$ cat src/rtl/vrc_pkg.sv
package vrc_pkg;
    typedef enum logic [1:0] {
        FC_NONE  = 2'd0,
        FC_LOAD  = 2'd1,
        FC_FETCH = 2'd2,
        FC_STORE = 2'd3
    } fault_code_e;

    localparam logic [3:0] RA_FAULT = 4'd0;
    localparam logic [3:0] RA_FILL  = 4'd1;
    localparam logic [3:0] RA_FLUSH = 4'd2;
    localparam logic [3:0] RA_ACK   = 4'd3;
endpackage

$ cat src/rtl/vrc_xlate.sv
// Window decode, tag compare and address rewrite for one CPU port.
module vrc_xlate
    import vrc_pkg::*;
#(
    parameter int          ADDR_W     = 17,
    parameter int          PHYS_W     = 14,
    parameter int          LINE_BITS  = 8,
    parameter int          LINES      = 32,
    parameter int          IDX_W      = 5,
    parameter int          TAG_W      = 2,
    parameter logic [31:0] WIN_BASE   = 32'h0001_0000,
    parameter logic [31:0] WIN_SIZE   = 32'h0000_8000,
    parameter logic [31:0] CACHE_BASE = 32'h0000_2000,
    parameter bit          IS_FETCH   = 1'b0
) (
    input  logic                        req,
    input  logic                        we,
    input  logic [ADDR_W-1:0]           addr,
    input  logic [LINES-1:0][TAG_W-1:0] tags,
    input  logic [LINES-1:0]            valid,
    output logic                        ok,
    output logic                        fault,
    output logic [PHYS_W-1:0]           paddr,
    output fault_code_e                 code
);
    localparam int OFS_W = $clog2(WIN_SIZE);

    logic [31:0]          a32;
    logic                 in_win;
    logic [OFS_W-1:0]     rel;
    logic [IDX_W-1:0]     idx;
    logic [TAG_W-1:0]     tag;
    logic [LINE_BITS-1:0] off;
    logic                 hit;

    always_comb begin
        a32    = 32'(addr);
        in_win = (a32 >= WIN_BASE) && (a32 < (WIN_BASE + WIN_SIZE));
        rel    = OFS_W'(a32 - WIN_BASE);
        off    = rel[LINE_BITS-1:0];
        idx    = rel[LINE_BITS +: IDX_W];
        tag    = rel[LINE_BITS+IDX_W +: TAG_W];
        hit    = valid[idx] && (tags[idx] == tag);

        if (in_win) begin
            paddr = PHYS_W'(CACHE_BASE) + PHYS_W'({idx, off});
        end else begin
            paddr = a32[PHYS_W-1:0];
        end

        ok    = req && (!in_win || (hit && !we));
        fault = req && in_win && (!hit || we);

        if (we) begin
            code = FC_STORE;
        end else if (IS_FETCH) begin
            code = FC_FETCH;
        end else begin
            code = FC_LOAD;
        end
    end
endmodule

$ cat src/rtl/vrc_tags.sv
// Direct-mapped tag and valid store.
module vrc_tags #(
    parameter int LINES = 32,
    parameter int IDX_W = 5,
    parameter int TAG_W = 2
) (
    input  logic                        clk,
    input  logic                        rst_n,
    input  logic                        set_en,
    input  logic [IDX_W-1:0]            set_idx,
    input  logic [TAG_W-1:0]            set_tag,
    input  logic                        flush,
    output logic [LINES-1:0][TAG_W-1:0] tags,
    output logic [LINES-1:0]            valid
);
    typedef struct packed {
        logic [LINES-1:0]            valid;
        logic [LINES-1:0][TAG_W-1:0] tag;
    } tag_st_t;

    tag_st_t st_d, st_q;

    always_comb begin
        st_d = st_q;
        if (flush) begin
            st_d.valid = '0;
        end
        for (int k = 0; k < LINES; k++) begin
            if (set_en && (set_idx == IDX_W'(k))) begin
                st_d.valid[k] = 1'b1;
                st_d.tag[k]   = set_tag;
            end
        end
    end

    always_ff @(posedge clk or negedge rst_n) begin
        if (!rst_n) begin
            st_q <= '0;
        end else begin
            st_q <= st_d;
        end
    end

    assign tags  = st_q.tag;
    assign valid = st_q.valid;
endmodule

$ cat src/rtl/vrc_fault.sv
// Fault capture, exception line and handler register file.
module vrc_fault
    import vrc_pkg::*;
#(
    parameter int          ADDR_W    = 17,
    parameter int          LINE_BITS = 8,
    parameter int          IDX_W     = 5,
    parameter int          TAG_W     = 2,
    parameter logic [31:0] WIN_BASE  = 32'h0001_0000,
    parameter logic [31:0] WIN_SIZE  = 32'h0000_8000
) (
    input  logic              clk,
    input  logic              rst_n,
    input  logic              reg_sel,
    input  logic              reg_we,
    input  logic [3:0]        reg_addr,
    input  logic [31:0]       reg_wdata,
    output logic [31:0]       reg_rdata,
    input  logic              d_fault,
    input  fault_code_e       d_code,
    input  logic [ADDR_W-1:0] d_addr,
    input  logic              i_fault,
    input  fault_code_e       i_code,
    input  logic [ADDR_W-1:0] i_addr,
    output logic              fill_en,
    output logic [IDX_W-1:0]  fill_idx,
    output logic [TAG_W-1:0]  fill_tag,
    output logic              flush,
    output logic              exc,
    output logic [ADDR_W-1:0] fault_addr
);
    localparam int OFS_W = $clog2(WIN_SIZE);

    typedef struct packed {
        logic              pend;
        fault_code_e       code;
        logic [ADDR_W-1:0] addr;
    } flt_st_t;

    flt_st_t st_d, st_q;
    logic             wr, ack;
    logic [OFS_W-1:0] fill_rel;

    always_comb begin
        wr       = reg_sel && reg_we;
        ack      = wr && (reg_addr == RA_ACK);
        flush    = wr && (reg_addr == RA_FLUSH);
        fill_en  = wr && (reg_addr == RA_FILL);
        fill_rel = OFS_W'(reg_wdata - WIN_BASE);
        fill_idx = fill_rel[LINE_BITS +: IDX_W];
        fill_tag = fill_rel[LINE_BITS+IDX_W +: TAG_W];
    end

    always_comb begin
        st_d = st_q;
        if (st_q.pend) begin
            if (ack) begin
                st_d.pend = 1'b0;
            end
        end else if (d_fault) begin
            st_d.pend = 1'b1;
            st_d.code = d_code;
            st_d.addr = d_addr;
        end else if (i_fault) begin
            st_d.pend = 1'b1;
            st_d.code = i_code;
            st_d.addr = i_addr;
        end
    end

    always_ff @(posedge clk or negedge rst_n) begin
        if (!rst_n) begin
            st_q <= '0;
        end else begin
            st_q <= st_d;
        end
    end

    always_comb begin
        reg_rdata = '0;
        if (reg_addr == RA_FAULT) begin
            reg_rdata[31]         = st_q.pend;
            reg_rdata[25:24]      = st_q.code;
            reg_rdata[ADDR_W-1:0] = st_q.addr;
        end
    end

    assign exc        = st_q.pend;
    assign fault_addr = st_q.addr;
endmodule

$ cat src/rtl/vrom_cache.sv
module vrom_cache
    import vrc_pkg::*;
#(
    parameter int          ADDR_W     = 17,
    parameter int          PHYS_W     = 14,
    parameter int          LINE_BITS  = 8,
    parameter int          LINES      = 32,
    parameter logic [31:0] WIN_BASE   = 32'h0001_0000,
    parameter logic [31:0] WIN_SIZE   = 32'h0000_8000,
    parameter logic [31:0] CACHE_BASE = 32'h0000_2000
) (
    input  logic              clk,
    input  logic              rst_n,
    input  logic              d_req,
    input  logic              d_we,
    input  logic [ADDR_W-1:0] d_addr,
    output logic              d_ok,
    output logic              d_fault,
    output logic [PHYS_W-1:0] d_paddr,
    input  logic              i_req,
    input  logic [ADDR_W-1:0] i_addr,
    output logic              i_ok,
    output logic              i_fault,
    output logic [PHYS_W-1:0] i_paddr,
    input  logic              reg_sel,
    input  logic              reg_we,
    input  logic [3:0]        reg_addr,
    input  logic [31:0]       reg_wdata,
    output logic [31:0]       reg_rdata,
    output logic              exc
);
    localparam int IDX_W = $clog2(LINES);
    localparam int OFS_W = $clog2(WIN_SIZE);
    localparam int TAG_W = OFS_W - LINE_BITS - IDX_W;

    logic [LINES-1:0][TAG_W-1:0] line_tag;
    logic [LINES-1:0]            line_valid;
    fault_code_e                 d_code, i_code;
    logic                        fill_en, flush;
    logic [IDX_W-1:0]            fill_idx;
    logic [TAG_W-1:0]            fill_tag;
    logic [ADDR_W-1:0]           fault_addr;

    vrc_xlate #(
        .ADDR_W(ADDR_W), .PHYS_W(PHYS_W), .LINE_BITS(LINE_BITS), .LINES(LINES),
        .IDX_W(IDX_W), .TAG_W(TAG_W), .WIN_BASE(WIN_BASE), .WIN_SIZE(WIN_SIZE),
        .CACHE_BASE(CACHE_BASE), .IS_FETCH(1'b0)
    ) u_dport (
        .req(d_req), .we(d_we), .addr(d_addr), .tags(line_tag), .valid(line_valid),
        .ok(d_ok), .fault(d_fault), .paddr(d_paddr), .code(d_code)
    );

    vrc_xlate #(
        .ADDR_W(ADDR_W), .PHYS_W(PHYS_W), .LINE_BITS(LINE_BITS), .LINES(LINES),
        .IDX_W(IDX_W), .TAG_W(TAG_W), .WIN_BASE(WIN_BASE), .WIN_SIZE(WIN_SIZE),
        .CACHE_BASE(CACHE_BASE), .IS_FETCH(1'b1)
    ) u_iport (
        .req(i_req), .we(1'b0), .addr(i_addr), .tags(line_tag), .valid(line_valid),
        .ok(i_ok), .fault(i_fault), .paddr(i_paddr), .code(i_code)
    );

    vrc_tags #(
        .LINES(LINES), .IDX_W(IDX_W), .TAG_W(TAG_W)
    ) u_tags (
        .clk(clk), .rst_n(rst_n), .set_en(fill_en), .set_idx(fill_idx),
        .set_tag(fill_tag), .flush(flush), .tags(line_tag), .valid(line_valid)
    );

    vrc_fault #(
        .ADDR_W(ADDR_W), .LINE_BITS(LINE_BITS), .IDX_W(IDX_W), .TAG_W(TAG_W),
        .WIN_BASE(WIN_BASE), .WIN_SIZE(WIN_SIZE)
    ) u_fault (
        .clk(clk), .rst_n(rst_n), .reg_sel(reg_sel), .reg_we(reg_we),
        .reg_addr(reg_addr), .reg_wdata(reg_wdata), .reg_rdata(reg_rdata),
        .d_fault(d_fault), .d_code(d_code), .d_addr(d_addr),
        .i_fault(i_fault), .i_code(i_code), .i_addr(i_addr),
        .fill_en(fill_en), .fill_idx(fill_idx), .fill_tag(fill_tag),
        .flush(flush), .exc(exc), .fault_addr(fault_addr)
    );
endmodule

$ cat config.mk
export PLATFORM = sky130hd
export DESIGN_NAME = vrom_cache
export DESIGN_NICKNAME = d
export VERILOG_FILES = /design/src/rtl/vrc_pkg.sv /design/src/rtl/vrc_xlate.sv /design/src/rtl/vrc_tags.sv /design/src/rtl/vrc_fault.sv /design/src/rtl/vrom_cache.sv
export SDC_FILE = /design/constraint.sdc
export NUM_CORES = 1
export LEC_CHECK = 0
export BUFFER_PORTS_ARGS = -buffer_cell sky130_fd_sc_hd__buf_2
export CAP_MARGIN = 25
export CORE_MARGIN = 2
export CORE_UTILIZATION = 51
export CTS_CLUSTER_DIAMETER = 100
export DETAILED_ROUTE_END_ITERATION = 6
export PLACE_DENSITY = 0.77
export REMOVE_ABC_BUFFERS = 1
export SYNTH_ARGS = -nofsm -noshare
export SYNTH_HDL_FRONTEND = slang
export SYNTH_HIERARCHICAL = 1
export SYNTH_SLANG_ARGS = --single-unit
$ cat constraint.sdc
create_clock -name clk -period 2.1 [get_ports clk]
set_input_delay 0 -clock clk [delete_from_list [all_inputs] [get_ports clk]]
set_output_delay 0 -clock clk [all_outputs]
set_load 0.02 [all_outputs]
Word-level counts from Yosys, hierarchy flattened
Cells that the tools add are included.
{"block": "totals", "output_inout_bits": 65, "reg_bits": 116}
{"block": "op_classes", "reduce_logical": 91, "n_lt_le_gt_ge": 6, "bitwise": 1, "add_sub_neg": 5, "eq_ne": 36, "n_mux": 51}
{"op": "5-bit equality test, second input constant", "count": 16}
{"op": "2-bit nonzero test", "count": 33}
{"op": "1-bit logical AND", "count": 47}
{"op": "15-bit by 1-bit subtractor with 15-bit output, second input constant", "count": 3}
{"op": "5-bit by 4-bit equality test with 1-bit output, second input constant", "count": 8}
{"op": "20-bit 2-to-1 mux", "count": 2}
{"op": "1-bit 2-to-1 mux", "count": 37}
{"op": "17-bit greater-or-equal comparator, second input constant", "count": 2}
{"op": "17-bit less-than comparator, second input constant", "count": 2}
{"op": "32-bit 2-to-1 mux", "count": 1}
{"op": "14-bit by 13-bit adder with 14-bit output, first input constant", "count": 2}
{"op": "14-bit 2-to-1 mux", "count": 2}
{"op": "2-bit binary-select mux with 5-bit select", "count": 2}
{"op": "5-bit by 3-bit equality test with 1-bit output, second input constant", "count": 4}
{"op": "17-bit 2-to-1 mux", "count": 1}
{"op": "5-bit by 6-bit less-than comparator with 1-bit output, second input constant", "count": 2}
{"op": "1-bit binary-select mux with 5-bit select", "count": 2}
{"op": "5-bit by 2-bit equality test with 1-bit output, second input constant", "count": 2}
{"op": "4-bit by 2-bit equality test with 1-bit output, second input constant", "count": 2}
{"op": "2-bit 2-to-1 mux", "count": 4}
{"op": "5-bit by 1-bit equality test with 1-bit output, second input constant", "count": 1}
{"op": "1-bit logical NOT", "count": 5}
{"op": "5-bit logical NOT", "count": 1}
{"op": "2-bit equality test", "count": 2}
{"op": "other kinds (5)", "count": 7}

Depth between registers and ports, before layout
Gate-level depths: netlist of run 1.
{"block": "logic_depth", "ltp_word": 10, "depth_mapped": 14}

By module
The synthesis of run 1 kept the hierarchy.
{"module": "vrc_tags", "cells_per_inst": 269, "instances": 1, "seq_area_each_um2": 2402.3, "area_each_um2": 3686.0}
{"module": "vrc_xlate", "cells_per_inst": 114, "instances": 2, "seq_area_each_um2": 0.0, "area_each_um2": 1093.5}
{"module": "vrc_fault", "cells_per_inst": 160, "instances": 1, "seq_area_each_um2": 500.5, "area_each_um2": 1482.7}
{"module": "vrom_cache", "cells_per_inst": 1, "instances": 1, "seq_area_each_um2": 0.0, "area_each_um2": 3.8}

Worst setup path before layout of run 1
No wires, ideal clock.
{"block": "synth_path", "kind": "input to register", "from": "input d_addr[9]", "to": "register u_fault.st_q, in the netlist u_fault/fault_addr[10]", "path_stages": 14, "t_required_ns": 1.976, "n_path_buf": 5, "arrival_time_ns": 2.389, "slack_ns": -0.413, "setup_ns": 0.124, "path_cell_list": "buf_6 -> buf_12 -> buf_12 -> mux2i_1 -> a22oi_1 -> a21oi_1 -> nor4_1 -> xor2_1 -> o41a_1 -> nand2b_4 -> buf_6 -> buf_6 -> o32ai_2 -> nor2_1"}
{"block": "synth_via", "elab_chain_len": 10}
{"item": "from (decl)", "line": "vrom_cache.sv:16", "text": "input logic [ADDR_W-1:0] d_addr,"}
{"item": "15-bit by 1-bit subtractor with 15-bit output", "line": "vrc_xlate.sv:39", "text": "rel = OFS_W'(a32 - WIN_BASE);"}
{"item": "2-bit binary-select mux with 5-bit select", "line": "vrc_xlate.sv:43", "text": "hit = valid[idx] && (tags[idx] == tag);"}
{"item": "2-bit 2-to-1 mux (not written as such)", "line": "vrc_xlate.sv:43"}
{"item": "2-bit equality test", "line": "vrc_xlate.sv:43"}
{"item": "1-bit logical AND", "line": "vrc_xlate.sv:43"}
{"item": "1-bit logical NOT", "line": "vrc_xlate.sv:52", "text": "fault = req && in_win && (!hit || we);"}
{"item": "1-bit logical OR", "line": "vrc_xlate.sv:52"}
{"item": "1-bit logical AND *", "line": "vrc_xlate.sv:52"}
{"item": "named net d_fault", "line": "vrom_cache.sv:18", "text": "output logic d_fault,"}
{"item": "2-bit nonzero test (no source line)"}
{"item": "2-bit AND reduction (no source line)"}
{"item": "to (signal assigned)", "line": "vrc_fault.sv:75", "text": "st_q <= st_d;"}
{"item": "to (decl)", "line": "vrc_fault.sv:40", "text": "flt_st_t st_d, st_q;"}
Mark *: on every way through the listed nets, which the timed path passes. The rest lies on a longest branch. The select of a mux whose other input is x is not followed.
A chain may end at the register's enable or synchronous reset.

Final worst setup path of run 1
{"block": "layout_path", "from": "register u_tags.st_q, in the netlist u_tags/tags[14]", "to": "register u_fault.st_q, in the netlist u_fault/fault_addr[3]"}
{"block": "layout_via", "elab_chain_len": 9}
{"item": "from (decl)", "line": "vrc_tags.sv:21", "text": "tag_st_t st_d, st_q;"}
{"item": "from (signal assigned)", "line": "vrc_tags.sv:40", "text": "st_q <= st_d;"}
{"item": "2-bit binary-select mux with 5-bit select", "line": "vrc_xlate.sv:43"}
{"item": "2-bit 2-to-1 mux (not written as such)", "line": "vrc_xlate.sv:43"}
{"item": "2-bit equality test", "line": "vrc_xlate.sv:43"}
{"item": "1-bit logical AND", "line": "vrc_xlate.sv:43"}
{"item": "1-bit logical NOT", "line": "vrc_xlate.sv:52"}
{"item": "1-bit logical OR", "line": "vrc_xlate.sv:52"}
{"item": "1-bit logical AND", "line": "vrc_xlate.sv:52"}
{"item": "2-bit nonzero test (no source line)"}
{"item": "2-bit AND reduction (no source line)"}
Parallel ways exist; a longest one is shown, timed or not. The select of a mux whose other input is x is not followed.

==> flow_metrics.env, run 1 <==
export IMPL_worst_path_buf_inv=1
export IMPL_crit_required_ns=2.40
export IMPL_cts_buffer_depth=2
export IMPL_netlist_area_sq_um=7230
export IMPL_min_period_ns=2.72
export IMPL_path_class="flop to flop"
export IMPL_yosys_warnings=6
export IMPL_path_cells="mux2i_1, a22oi_1, a211oi_2, nor4_4, xor2_1, o41a_1, or2_4, clkbuf_16, a21oi_1, nor2_1"
export IMPL_utilization=0.640
export IMPL_tightest_slew_ns=0.649
export IMPL_grt_first_pass_wirelength_um=31500
export IMPL_rsz0062_at_grt="true"
export IMPL_finalCritPeriodShare=1.29
export IMPL_routed_wl_um=20800
export IMPL_ir_worst_vdd_uv=612
export IMPL_syn_to_final_growth_pct=22.9
export IMPL_cts_root_buffer="clkbuf_16"
export IMPL_drc_errors=0
export IMPL_grt_pass1_vias=5830
export IMPL_slowest_stage="o41a_1"
export IMPL_final_setup_skew_ns=0.00457
export IMPL_avgSynthCellArea_sq_um=11.3
export IMPL_violations="negative setup slack"
export IMPL_die_y_um=123
export IMPL_drv_cap=0
export IMPL_grt_overflow=0
export IMPL_clk_pin_slew_worst_paths_ns=0.05
export IMPL_drt_initial_drc_count=586
export IMPL_antenna_found_initial=0
export IMPL_totalPowerFinal_w=0.00682
export IMPL_cp_max_fo=10
export IMPL_wl_met2_um=10300
export IMPL_relSlewSlack=0.567
export IMPL_critPathTopFamily="compound AO/OA/AOI/OAI gates"
export IMPL_power_per_cell_area_nw_per_um2=767
export IMPL_arrival_ns=3.02
export IMPL_tritoncts="yes"
export IMPL_io_pins=142
export IMPL_critPathCaptureType="flop"
export IMPL_cts_max_level=4
export IMPL_place_gp_congestion=1.05
export IMPL_status="complete, but fails checks"
export IMPL_wl_per_cell_um=21.7
export IMPL_clk_latency_ns=0.43
export IMPL_wl_met3_um=1700
export IMPL_wl_met1_um=8250
export IMPL_grt_usage=0.280
export IMPL_num_antenna_cells=0
export IMPL_place_worst_setup_slack_ns=-0.671
export IMPL_die_area_sq_um=15100
export IMPL_fin_cells=961
export IMPL_setup_viol=24
export IMPL_hold_ws_ns=0.0466
export IMPL_leakagePower_nw=4.38
export IMPL_num_vias=5870
export IMPL_fin_nets=845
export IMPL_portBuffers=104
export IMPL_dp_hpwl_um=14200
export IMPL_start_kind="flop"
export IMPL_routed_top_layer="met4"
export IMPL_ant_nets=0
export IMPL_die_w_um=123
export IMPL_maxSlewViolCount=0
export IMPL_drive_gt1_frac=0.393
export IMPL_dp_cells=893
export IMPL_cts_buffers=17
export IMPL_hold_path_class="primary input to flop"
export IMPL_hold_violations=0
export IMPL_dr_pass1_iters=5
export IMPL_core_sq_um=13900
export IMPL_max_stage_delay_ns=0.50
export IMPL_max_freq_mhz=368
export IMPL_grt_max_degree=50
export IMPL_setup_slack_ns=-0.616
export IMPL_clock_sinks=116
export IMPL_core_rowCount=43
export IMPL_syn_inst=641
export IMPL_start_util=0.521
export IMPL_vias_per_cell=6.11
==> layout make-up <==
cell class	count	area, sq um
Timing Repair Buffer	185	1330
Sequential cell	116	2900
Fill cell	1005	4990
Multi-Input combinational cell	425	3770
Clock inverter	9	103
Inverter	23	86.3
Tap cell	180	225
Clock buffer	23	478
==> sequential cells by signal, indices dropped and copies added, names as in the netlist <==
signal / cells
u_fault/fault_addr: 17
u_tags/tags: 64
u_fault/st_q: 2
u_tags/valid: 32
u_fault/exc: 1
==> metal layers <==
layer  track usage  vias to the layer above
li1              -                     2537
met1         0.357                     2958
met2         0.464                      316
met3        0.0595                       59
met4         0.120                        0
met5             0                        -
==> timing repair <==
item / in CTS / in global routing
cloned: 1 / 2
buffers inserted: 2 / 2
pin swaps: 10 / 6
setup endpoints to repair: 24 / 24
hold buffers: 29 / 0
hold endpoints to repair: 60 / 0
gates resized for setup: 15 / 24
==> cell usage in the layout, fill, tap and decap left out, types with 3 or more instances in the layout <==
cell / n
buf_12: 6
a21oi_1: 17
a21oi_2: 12
inv_1: 22
nor3_1: 5
mux2i_1: 70
nand4b_1: 3
nor4_2: 4
clkinv_2: 4
clkbuf_1: 3
buf_4: 43
a21o_1: 13
a211oi_2: 4
o32ai_2: 10
clkbuf_8: 3
mux4_1: 10
dfrtp_1: 116
clkinvlp_4: 3
mux4_2: 8
o32ai_1: 6
a22oi_1: 28
or3_1: 3
o21ai_0: 19
and2_1: 22
a22oi_2: 4
nand3_1: 6
nor2_1: 37
nor2b_1: 6
conb_1: 17
nand2b_1: 12
dlygate4sd3_1: 29
nand2b_4: 3
nand2_1: 17
mux2_2: 62
clkbuf_16: 19
buf_2: 103
and4bb_2: 3
==> worst min-delay path: cells and delay by family <==
family          cells  cell delay [ns]
compound gates      1             0.09
buf+inv             2             0.29
simple gates        1             0.06
==> final timing paths <==
| check | slack [ns] | end | from | depth (start not counted) |
|---|---|---|---|---|
| max in group asynchronous | 1.15 | u_tags/tags[19] | rst_n | 3 |
| worst max register to register | -0.62 | u_fault/fault_addr[3] | u_tags/tags[14] | 10 |
| worst min register to register | 0.50 | u_fault/fault_addr[14] | u_fault/fault_addr[14] | 2 |
| min in group asynchronous | 0.15 | u_tags/tags[61] | rst_n | 2 |
| worst max-delay path | -0.62 | u_fault/fault_addr[3] | u_tags/tags[14] | 10 |
| worst min-delay path | 0.05 | u_fault/fault_addr[8] | d_addr[8] | 4 |
==> per-stage QoR <==
| step | TNS (ns) | instance area, sq um |
|---|---|---|
| floorplan | -8.79 | 6560 |
| global placement | -11.59 | 7740 |
| detailed placement | -12.21 | 7740 |
| CTS | -11.39 | 8720 |
| global route | -14.70 | 8890 |
| finish | -13.15 | 8890 |
==> power breakdown <==
part	internal (W)	total (W)	switching, W
clock network	0.00183	0.00284	0.00101
logic	0.000562	0.00125	0.000689
registers	0.00251	0.00273	0.000228
total	0.00490	0.00682	0.00193
Power figures use the tool's default switching activity.
==> run 2, diff against run 1 <==
ABC_AREA = 1   (was not set)
CORE_UTILIZATION = 52   (was 51)
PLACE_DENSITY = 0.78   (was 0.77)
==> flow_metrics.env, run 2 <==
export IMPL_status="complete, but fails checks"
export IMPL_violations="design-rule violations, negative setup slack"
export IMPL_setup_viol=23
export IMPL_hold_path_class="primary input to async pin"
export IMPL_largest_reg_flops=64
export IMPL_finalCritPeriodShare=1.19
export IMPL_mostFrequentLayoutCells="nand2_1 (450), nand3_1 (212), dfrtp_1 (116)"
export IMPL_worst_path_buf_inv=4
export IMPL_netlist_area_sq_um=7720
export IMPL_die_y_um=126
export IMPL_grt_max_degree=51
export IMPL_io_pins=142
export IMPL_drive_gt1_frac=0.274
export IMPL_dr_pass1_iters=7
export IMPL_grt_first_pass_wirelength_um=43400
export IMPL_vias_per_cell=5.92
export IMPL_ant_nets=0
export IMPL_grt_overflow=0
export IMPL_cts_max_level=4
export IMPL_fin_cells=1550
export IMPL_antenna_found_initial=0
export IMPL_cts_root_buffer="clkbuf_16"
export IMPL_ir_worst_vdd_uv=595
export IMPL_grt_usage=0.345
export IMPL_setup_slack_ns=-0.399
export IMPL_fin_nets=1430
export IMPL_power_per_cell_area_nw_per_um2=733
export IMPL_maxSlewViolCount=0
export IMPL_arrival_ns=2.86
export IMPL_place_gp_congestion=0.968
export IMPL_max_freq_mhz=400
export IMPL_die_area_sq_um=15800
export IMPL_cts_buffer_depth=2
export IMPL_layout_commonest_cell="nand2_1"
export IMPL_routed_wl_um=29200
export IMPL_core_sq_um=14500
export IMPL_portBuffers=104
export IMPL_hold_ws_ns=0.0345
export IMPL_min_period_ns=2.50
export IMPL_slowest_stage="dfrtp_1"
export IMPL_syn_to_final_growth_pct=34.6
export IMPL_final_setup_skew_ns=0.00572
export IMPL_clock_sinks=116
export IMPL_placed_cell_area_sq_um=8700
export IMPL_path_cells="buf_6, nand2_2, nand3_2, nand3_2, nand2_2, nand2_2, nand3_4, nand3_2, nand2_1, nor2_1, nand2_1, nand2_2, nor2_4, buf_6, o21ai_4, buf_12, buf_6, nand2_1, nand2_1"
export IMPL_cts_buffers=17
export IMPL_final_area_sq_um=10400
export IMPL_relSlewSlack=0.513
export IMPL_num_vias=9170
export IMPL_nFillCells=1060
export IMPL_drt_initial_drc_count=1138
export IMPL_critPathCaptureType="flop"
export IMPL_core_rowCount=44
export IMPL_grt_pass1_vias=8614
export IMPL_path_class="flop to flop"
export IMPL_utilization=0.715
export IMPL_start_util=0.532
export IMPL_drc_errors=5
export IMPL_yosys_warnings=6
export IMPL_clk_latency_ns=0.43
export IMPL_critPathTopFamily="simple AND/OR/NAND/NOR gates"
export IMPL_cp_max_fo=6
export IMPL_dp_cells=1469
export IMPL_leakagePower_nw=5.48
export IMPL_start_kind="flop"
export IMPL_avgSynthCellArea_sq_um=6.57
export IMPL_tritoncts="yes"
export IMPL_crit_required_ns=2.46
export IMPL_fin_tns_setup_ns=-7.33
export IMPL_rsz0062_at_grt="true"
export IMPL_drv_cap=0
export IMPL_max_stage_delay_ns=0.39
export IMPL_tightest_slew_ns=0.731
export IMPL_die_w_um=126
export IMPL_wl_per_cell_um=18.9
export IMPL_num_antenna_cells=0
export IMPL_dp_hpwl_um=17000
export IMPL_syn_inst=1175
export IMPL_hold_violations=0
export IMPL_clk_pin_slew_worst_paths_ns=0.06
## run 2: cell type report
cell class / instances / area [sq um] / share of cell area
Tap cell: 184 / 230 / 0.0221
Clock inverter: 10 / 178 / 0.0171
Multi-Input combinational cell: 878 / 4240 / 0.408
Timing Repair Buffer: 256 / 2060 / 0.198
Clock buffer: 22 / 464 / 0.0446
Sequential cell: 116 / 2900 / 0.279
Timing Repair inverter: 1 / 6.26 / 0.000602
Inverter: 83 / 319 / 0.0307
## run 2: per-layer routing
layer,vias to the layer above,global-route usage,wire (um)
li1,4031,-,-
met1,4219,0.434,10700
met2,762,0.555,13600
met3,158,0.0871,3630
met4,0,0.168,1320
met5,-,0,0
## run 2: worst paths after layout
check / endpoint / cells after the start / start / slack, ns
min reg2reg: u_fault/fault_addr[11] / 2 / u_fault/fault_addr[11] / 0.48
max reg2reg: u_fault/fault_addr[0] / 19 / u_tags/tags[58] / -0.40
min in group clk: u_fault/fault_addr[11] / 5 / i_addr[11] / 0.05
min: u_tags/valid[26] / 2 / rst_n / 0.03
max in group asynchronous: u_tags/valid[6] / 3 / rst_n / 1.48
max: u_fault/fault_addr[0] / 19 / u_tags/tags[58] / -0.40
## run 2: through the flow
step	worst slack (ns)	total power, W
after floorplan	-1.18	0.00345
after global placement	-0.0983	0.00407
after detailed placement	-0.203	0.00411
after CTS	-0.0851	0.00739
after global routing	-0.398	0.00789
final	-0.399	0.00762
## run 2: report_power, final
| part | switching [W] | internal [W] |
|---|---|---|
| Clock | 0.00103 | 0.00216 |
| Sequential | 0.000243 | 0.00255 |
| Combinational | 0.00104 | 0.000599 |
| Total | 0.00231 | 0.00530 |
## run 2: timing repair
item                                    CTS  global route
buffers inserted                          9             4
endpoints found under the setup margin   24            24
hold buffers                             34             0
cloned                                    1             2
hold endpoints to repair                136             0
pin swaps                                21            57
gates resized for setup                  66            85
